==> src/rtl/lic_pkg.sv <==
package lic_pkg;

  // Decoded CPU control action for one cycle
  typedef enum logic [1:0] {
    CMD_NONE   = 2'd0,
    CMD_DISARM = 2'd1,
    CMD_ARM    = 2'd2,
    CMD_LOAD   = 2'd3
  } lic_cmd_e;

endpackage

==> src/rtl/lic_decode.sv <==
module lic_decode
  import lic_pkg::*;
#(
  parameter int              ADDR_W      = 16,
  parameter logic [ADDR_W-1:0] ADDR_DISARM = 16'hC002,
  parameter logic [ADDR_W-1:0] ADDR_ARM_A  = 16'hC003,
  parameter logic [ADDR_W-1:0] ADDR_ARM_B  = 16'hC004,
  parameter logic [ADDR_W-1:0] ADDR_LOAD   = 16'hC005
) (
  input  logic              wr_en,
  input  logic [ADDR_W-1:0] wr_addr,
  output lic_cmd_e          cmd
);

  // Full-width compare: aliases elsewhere in the space must not hit
  always_comb begin
    cmd = CMD_NONE;
    if (wr_en) begin
      if (wr_addr == ADDR_DISARM) begin
        cmd = CMD_DISARM;
      end else if (wr_addr == ADDR_ARM_A || wr_addr == ADDR_ARM_B) begin
        cmd = CMD_ARM;
      end else if (wr_addr == ADDR_LOAD) begin
        cmd = CMD_LOAD;
      end
    end
  end

endmodule

==> src/rtl/lic_line_gate.sv <==
module lic_line_gate (
  input  logic line_tick,
  input  logic line_visible,
  input  logic render_on,
  output logic line_ev
);

  // A line counts only when it is visible and drawing is on
  assign line_ev = line_tick & line_visible & render_on;

endmodule

==> src/rtl/lic_counter.sv <==
module lic_counter
  import lic_pkg::*;
#(
  parameter int DATA_W = 8
) (
  input  logic              clk,
  input  logic              rst,
  input  lic_cmd_e          cmd,
  input  logic [DATA_W-1:0] wr_data,
  input  logic              line_ev,
  output logic [DATA_W-1:0] cnt_q,
  output logic [DATA_W-1:0] latch_q,
  output logic              en_q,
  output logic              fire
);

  localparam logic [DATA_W-1:0] ZERO = '0;
  localparam logic [DATA_W-1:0] ONE  = {{(DATA_W-1){1'b0}}, 1'b1};

  logic cnt_zero;
  logic line_taken;

  assign cnt_zero   = (cnt_q == ZERO);
  // A decoded write owns the cycle; the line is dropped
  assign line_taken = line_ev && (cmd == CMD_NONE);
  assign fire       = line_taken && cnt_zero && en_q;

  always_ff @(posedge clk) begin
    if (rst) begin
      cnt_q   <= ZERO;
      latch_q <= ZERO;
      en_q    <= 1'b0;
    end else begin
      case (cmd)
        CMD_DISARM: begin
          en_q <= 1'b0;
        end
        CMD_ARM: begin
          if (!en_q) begin
            en_q  <= 1'b1;
            cnt_q <= latch_q;
          end
        end
        CMD_LOAD: begin
          cnt_q   <= wr_data;
          latch_q <= wr_data;
        end
        default: begin
          if (line_taken) begin
            if (!cnt_zero) begin
              cnt_q <= cnt_q - ONE;
            end else begin
              latch_q <= ZERO;
              en_q    <= 1'b0;
            end
          end
        end
      endcase
    end
  end

endmodule

==> src/rtl/lic_irq_reg.sv <==
module lic_irq_reg
  import lic_pkg::*;
(
  input  logic     clk,
  input  logic     rst,
  input  lic_cmd_e cmd,
  input  logic     fire,
  output logic     irq_q
);

  // Level request: only the disarm write or reset takes it down
  always_ff @(posedge clk) begin
    if (rst) begin
      irq_q <= 1'b0;
    end else if (cmd == CMD_DISARM) begin
      irq_q <= 1'b0;
    end else if (fire) begin
      irq_q <= 1'b1;
    end
  end

endmodule

==> src/rtl/line_irq_counter.sv <==
module line_irq_counter
  import lic_pkg::*;
#(
  parameter int                ADDR_W      = 16,
  parameter int                DATA_W      = 8,
  parameter logic [ADDR_W-1:0] ADDR_DISARM = 16'hC002,
  parameter logic [ADDR_W-1:0] ADDR_ARM_A  = 16'hC003,
  parameter logic [ADDR_W-1:0] ADDR_ARM_B  = 16'hC004,
  parameter logic [ADDR_W-1:0] ADDR_LOAD   = 16'hC005
) (
  input  logic              clk,
  input  logic              rst,
  input  logic              wr_en,
  input  logic [ADDR_W-1:0] wr_addr,
  input  logic [DATA_W-1:0] wr_data,
  input  logic              line_tick,
  input  logic              line_visible,
  input  logic              render_on,
  output logic              irq_out
);

  lic_cmd_e          cmd;
  logic              line_ev;
  logic              fire;
  logic [DATA_W-1:0] cnt_q;
  logic [DATA_W-1:0] latch_q;
  logic              en_q;

  lic_decode #(
    .ADDR_W      (ADDR_W),
    .ADDR_DISARM (ADDR_DISARM),
    .ADDR_ARM_A  (ADDR_ARM_A),
    .ADDR_ARM_B  (ADDR_ARM_B),
    .ADDR_LOAD   (ADDR_LOAD)
  ) u_decode (
    .wr_en   (wr_en),
    .wr_addr (wr_addr),
    .cmd     (cmd)
  );

  lic_line_gate u_gate (
    .line_tick    (line_tick),
    .line_visible (line_visible),
    .render_on    (render_on),
    .line_ev      (line_ev)
  );

  lic_counter #(
    .DATA_W (DATA_W)
  ) u_counter (
    .clk     (clk),
    .rst     (rst),
    .cmd     (cmd),
    .wr_data (wr_data),
    .line_ev (line_ev),
    .cnt_q   (cnt_q),
    .latch_q (latch_q),
    .en_q    (en_q),
    .fire    (fire)
  );

  lic_irq_reg u_irq (
    .clk   (clk),
    .rst   (rst),
    .cmd   (cmd),
    .fire  (fire),
    .irq_q (irq_out)
  );

endmodule

==> config.mk <==
export PLATFORM = sky130hd
export DESIGN_NAME = line_irq_counter
export DESIGN_NICKNAME = d
export VERILOG_FILES = /design/src/rtl/lic_pkg.sv /design/src/rtl/lic_decode.sv /design/src/rtl/lic_line_gate.sv /design/src/rtl/lic_counter.sv /design/src/rtl/lic_irq_reg.sv /design/src/rtl/line_irq_counter.sv
export SDC_FILE = /design/constraint.sdc
export NUM_CORES = 1
export LEC_CHECK = 0
export BUFFER_PORTS_ARGS = -buffer_cell sky130_fd_sc_hd__buf_2
export CORE_MARGIN = 5
export CORE_UTILIZATION = 30
export CTS_CLUSTER_SIZE = 8
export DETAILED_ROUTE_END_ITERATION = 10
export GPL_ROUTABILITY_DRIVEN = 0
export SLEW_MARGIN = 20
export SYNTH_ARGS = -nofsm -noshare
export SYNTH_HDL_FRONTEND = slang
export SYNTH_SLANG_ARGS = --single-unit
==> constraint.sdc <==
create_clock -name clk -period 5.02 [get_ports clk]
set_input_delay 0.502 -clock clk [delete_from_list [all_inputs] [get_ports clk]]
set_output_delay 0.502 -clock clk [all_outputs]
set_load 0.005 [all_outputs]
==> flow_metrics.py, run 1 <==
metrics = {
    "route": {
        "met1_length_um": 1200,
        "routed_wirelength_um": 2680,
        "wl_met2_um": 1350,
        "met3_wl_um": 120,
        "drtIter0Drc": 32,
        "routed-via-count": 1067,
        "detailed_routing_iterations_pass_1": 4,
        "ant_nets": 0,
        "routed_via_density": 5.23,
        "post_drt_wl_per_cell_um": 13.1,
        "drc_errors": 0,
        "top_layer": "met4",
    },
    "finish": {
        "final_nets": 189,
        "fillers": 386,
        "area_growth_pct": 20.1,
        "layout-drive-gt1-share_pct": 26.3,
        "finalNonFillerCells": 204,
        "insertedDiodeCount": 0,
        "layout.cell_area.non_filler_um2": 1310,
    },
    "setup_path": {
        "cp-end-kind": "register",
        "worstPathArrival_ns": 2.38,
        "crit_fanout": 15,
        "critical_path_class": "input pin to register",
        "worstPathRequired_ns": 5.22,
        "setup.worst_path.start_class": "input pin",
    },
    "grt": {
        "grtUsageTotal_pct": 10.7,
        "grt_start_max_net_pins": 18,
        "antenna_found_initial": 0,
        "grt_pass1_vias": 994,
        "overflow": 0,
        "grt_pass1_wl_um": 4350,
    },
    "floorplan": {
        "placeableCoreArea_um2": 3580,
        "rows": 22,
        "fp.dieH_um": 70.3,
        "die_area_um2": 4940,
        "initial_core_util_pct": 30.5,
        "pin_count": 31,
        "dieWidth_um": 70.3,
    },
    "synthesis": {
        "post_synth.cell_area_avg_um2": 8.59,
        "synth_fp_nets": 159,
        "synthDistinctLibCells": 41,
        "synthesis.yosys.warnings": 0,
        "yosysMostFrequentCell": "dfxtp_1",
        "synth.area.top_cells": "dfxtp_1, a22o_1, nor2_1",
        "postSynth.asyncResetShare_pct": 0,
        "post_synth_inst_count": 127,
        "synth-seq-area-share_pct": 33.0,
        "synth_edf_count": 0,
        "synthDominantAreaCellType": "dfxtp_1",
        "synth_common_cells": "dfxtp_1, nor2_1, nand2_1, a21oi_1, a22o_1",
        "ys_dominant_reg_cell": "dfxtp_1",
        "post-synth-top-area-fraction_pct": 33.0,
        "synth-seq-cells": 18,
        "netlist_area_um2": 1090,
    },
    "placement": {
        "detailed_place_hpwl_um": 2110,
        "preCtsSetupSlack_ns": 2.56,
        "place.port_buffers": 30,
        "placed_area_um2": 1270,
        "cell_count_after_placement": 200,
    },
    "clock_tree": {
        "numCtsBuffers": 3,
        "postCtsHoldBufs": 0,
        "cts_max_path_buffers": 2,
        "cts_post_setup_buffers_inserted": 0,
        "post_cts_resize_count": 0,
        "clock_insertion_delay_worst_skew_ns": 0.29,
        "clkTransAtPathRegs_ns": 0.10,
        "cts-htree-levels": 1,
        "clockRootBuffer": "clkbuf_4",
        "tritoncts": "yes",
        "clock_sinks": 18,
    },
    "sta": {
        "finalSetupViolations": 0,
        "fin_setup_tns_ns": 0,
        "rsz0062_at_grt": "false",
        "finalWorstSetupSlack_ns": 2.85,
        "slew_headroom_pct": 37.5,
        "post-route-period-util_pct": 43.3,
        "hold_ws_ns": 0.441,
        "max_clock_freq_ghz": 0.460,
        "final-max-slew-violation-count": 0,
        "max_slew.worst_pin.slew_ns": 0.930,
        "worst_clock_skew_ns": 0.00172,
        "min_period_ns": 2.17,
        "finalHoldViolCount": 0,
    },
    "status": {
        "result_of_the_run": "finished clean",
    },
    "pwr": {
        "leakagePower_nw": 0.535,
        "ir_worst_vdd_mv": 0.177,
        "power_density_nw_per_um2": 236,
    },
    "run": {
        "cap_viol_max_count": 0,
    },
    "hold_path": {
        "timing.hold.worst.class": "input pin to register",
    },
}
## layer usage
layer / up-vias / global-route usage, %
met3: 2 / 2.45
li1: 538 / -
met1: 496 / 13.1
met4: 0 / 3.40
met5: - / 0
met2: 31 / 18.4
## worst max-delay path: stages
cell and delay, ns:
buf_2 0.13, nand4bb_1 0.55, a211o_1 0.50, a21oi_4 0.36, nor2_1 0.08, a311oi_1 0.24
## sequential cells by signal (all words and copies together) (netlist names)
signal	cells
u_irq.irq_q	1
u_counter.en_q	1
u_counter.latch_q	8
u_counter.cnt_q	8
## cell usage in the layout, fill, tap and decap left out, types with 2 or more instances in the layout
cell        n
a31oi_1     6
nand4bb_1   2
a22o_1      8
ha_1        2
a311oi_1    4
nand2_1    11
nand3_1     2
xnor2_1     2
xor2_1      2
inv_1       3
dfxtp_1    18
nor3_1      6
clkbuf_4    3
nor3b_1     2
buf_2      30
a211oi_1    2
nand4_1     2
o21ai_0     2
a21oi_1     8
nor2b_1     4
nor2_1     15
and3_1      3
## area by class of cell
class,count,area (um^2),share of cell area (%)
inverters,3,11.3,0.860
clock buffers,4,36.3,2.77
multi-input cells,101,692,52.8
flip-flops and latches,18,360,27.5
repair buffers,30,150,11.5
well taps,48,60.1,4.58
## worst paths after layout
path / start / depth (start not counted) / slack [ns] / to
min reg2reg: u_counter.latch_q[4] / 1 / 0.50 / u_counter.latch_q[4]
max: wr_addr[1] / 6 / 2.85 / u_counter.cnt_q[4]
min: wr_data[4] / 2 / 0.44 / u_counter.latch_q[4]
max reg2reg: u_counter.cnt_q[0] / 8 / 3.04 / u_counter.cnt_q[4]
## stage by stage
step / utilization (%) / power (mW)
after floorplan: - / 0.200
after global routing: 36.6 / 0.330
after global placement: 35.6 / 0.222
final: 36.6 / 0.309
after detailed placement: 35.6 / 0.223
after CTS: 36.6 / 0.311
## kinds of logic (layout without fill, tap and decap cells)
logic type               Yosys count  count (layout)  synth area share [%]
AO/OA/AOI/OAI                     39              39                  26.4
XOR/XNOR                           4               4                  3.21
adder cells (fa/ha/maj)            2               2                  2.29
buffers and inverters              8              37                  3.55
flip-flops                        18              18                  33.0
multiplexers                       1               1                 0.917
AND/OR/NAND/NOR                   55              55                  30.6
## power by group
part | switching [mW] | internal, mW
combinational | 0.0376 | 0.0319
clock | 0.0447 | 0.0441
sequential | 0.00454 | 0.146
Power figures use the tool's default switching activity.
==> run 2: changes to the inputs <==
==> constraint.sdc (replaced) <==
create_clock -name clk -period 1.9 [get_ports clk]
set_input_delay 0.19 -clock clk [delete_from_list [all_inputs] [get_ports clk]]
set_output_delay 0.19 -clock clk [all_outputs]
set_load 0.005 [all_outputs]
==> run 2 against run 1 <==
  * Clock power is 110% higher
  * Critical path depth increased by 3
  * First-iteration DRC count unchanged
==> flow_metrics.py, run 2 (same netlist as run 1, synthesis figures left out) <==
metrics = {
    "finish": {
        "mostFrequentLayoutCells": "buf_2, dfxtp_1, nor2_1",
        "area_of_combinational_cells_with_multiple_inputs_um2": 713,
        "finalNonFillerCells": 217,
        "final_common_cell": "buf_2",
        "fillers": 389,
        "insertedDiodeCount": 0,
        "regArea_um2": 360,
        "area_growth_pct": 30.8,
        "final_nets": 203,
        "layout-drive-gt1-share_pct": 34.3,
        "largestRegisters": "u_counter.cnt_q: 8 flops, u_counter.latch_q: 8 flops",
    },
    "pwr": {
        "total_internal_power_mw": 0.561,
        "leakagePower_nw": 0.603,
        "clockPowerShare_pct": 23.8,
        "switching_portion_of_total_power_pct": 29.5,
        "ir_worst_vdd_mv": 0.377,
        "combinationalPowerShare_pct": 26.6,
        "power_density_nw_per_um2": 557,
        "netSwitchingPower_mw": 0.235,
        "power_frac_seq_pct": 49.6,
    },
    "sta": {
        "max_clock_freq_ghz": 0.563,
        "post-route-period-util_pct": 93.6,
        "finalHoldViolCount": 0,
        "final-max-slew-violation-count": 0,
        "finalSetupViolations": 0,
        "worst_clock_skew_ns": 0.00374,
        "max_slew.worst_pin.slew_ns": 0.411,
        "slew_headroom_pct": 72.5,
        "fin_setup_tns_ns": 0,
        "rsz0062_at_grt": "false",
        "min_period_ns": 1.78,
    },
    "setup_path": {
        "setup.worst_path.start_class": "register",
        "cp_slowest_cell": "dfxtp_1",
        "critical_path_buf_inv_count": 2,
        "max_stage_delay_ns": 0.35,
        "critical_path_class": "register to register",
        "crit_path_cell_trace": "inv_1 > ha_1 > nor3b_2 > a21oi_1 > o21ai_2 > a21oi_4 > buf_4 > nor2_1 > a211oi_1",
        "worstPathArrival_ns": 1.99,
        "worstPathRequired_ns": 2.11,
        "crit_fanout": 6,
        "kind_of_cell_with_the_highest_combined_delay_on_the_critical_path": "compound AO/OA/AOI/OAI gates",
        "cp-end-kind": "register",
    },
    "route": {
        "ant_nets": 0,
        "drtIter0Drc": 32,
        "routed_via_density": 5.18,
        "routed_wirelength_um": 2890,
        "drc_errors": 0,
        "post_drt_wl_per_cell_um": 13.3,
        "detailed_routing_iterations_pass_1": 4,
        "routed-via-count": 1125,
    },
    "placement": {
        "cell_count_after_placement": 211,
        "place.port_buffers": 30,
        "detailed_place_hpwl_um": 2230,
    },
    "grt": {
        "overflow": 0,
        "grt_start_max_net_pins": 18,
        "grtUsageTotal_pct": 11.3,
        "antenna_found_initial": 0,
        "grt_pass1_wl_um": 4640,
        "grt_pass1_vias": 1051,
    },
    "floorplan": {
        "fp.dieH_um": 70.3,
        "initial_core_util_pct": 30.5,
        "die_area_um2": 4940,
        "dieWidth_um": 70.3,
        "pin_count": 31,
        "placeableCoreArea_um2": 3580,
        "rows": 22,
    },
    "clock_tree": {
        "clock_sinks": 18,
        "numCtsBuffers": 3,
        "tritoncts": "yes",
        "clockRootBuffer": "clkbuf_4",
        "clock_insertion_delay_worst_skew_ns": 0.29,
        "clkTransAtPathRegs_ns": 0.10,
        "cts_max_path_buffers": 2,
        "cts-htree-levels": 1,
    },
    "hold_path": {
        "timing.hold.worst.class": "input pin to register",
    },
    "run": {
        "cap_viol_max_count": 0,
    },
    "status": {
        "result_of_the_run": "finished clean",
    },
}
## run 2: cell count changes in the layout (fill, tap and decap cells not counted), sizes merged
cell / delta
clkbuf: -1
a21oi: +1
buf: +13
## run 2: area by class of cell
class | instances | share of cell area [%]
multi-input cells | 102 | 50.0
well taps | 48 | 4.21
repair buffers | 43 | 18.2
flip-flops and latches | 18 | 25.2
clock buffers | 3 | 1.58
inverters | 3 | 0.789
## run 2: path summary, 6_finish.rpt
path                              from                   end  slack [ns]  cells after the start
hold reg to reg   u_counter.latch_q[2]  u_counter.latch_q[2]        0.48                      1
hold / removal              wr_data[4]  u_counter.latch_q[4]        0.12                      2
setup reg to reg    u_counter.cnt_q[0]    u_counter.cnt_q[1]        0.12                      9
setup / recovery    u_counter.cnt_q[0]    u_counter.cnt_q[1]        0.12                      9
## run 2: what timing repair did
| item | CTS | global route |
|---|---|---|
| resized for setup | 0 | 5 |
| setup buffers | 0 | 2 |
| setup endpoints to repair | 0 | 15 |
| hold buffers | 0 | 0 |
## run 2: layer usage
metal  vias up  part of all wire (%)  global-route usage [%]  routed length, um
met1       531                    45                    15.1               1290
li1        568                     -                       -                  -
met2        22                    51                    18.4               1480
met3         4                   3.0                    2.16                 87
met5         -                     0                       0                  0
met4         0                   1.2                    3.19                 35
## run 2: power groups by stage
stage               Combinational [mW]  Sequential [mW]  Clock (mW)
floorplan                        0.124            0.404           0
global placement                 0.199            0.403           0
detailed placement               0.200            0.403           0
CTS                              0.202            0.394       0.190
global route                     0.239            0.396       0.209
finish                           0.212            0.395       0.189
## run 2: through the flow
stage	hold WS, ns	instance area [um^2]	util [%]	setup slack [ns]	power [mW]
2_1_floorplan	0.316	1090	-	0.164	0.528
3_3_place_gp	0.417	1370	38.3	0.0945	0.602
3_5_place_dp	0.423	1370	38.3	0.0199	0.603
4_1_cts	0.118	1390	38.9	0.0620	0.786
5_1_grt	0.110	1430	39.9	0.00216	0.844
6_report	0.116	1430	39.9	0.122	0.796
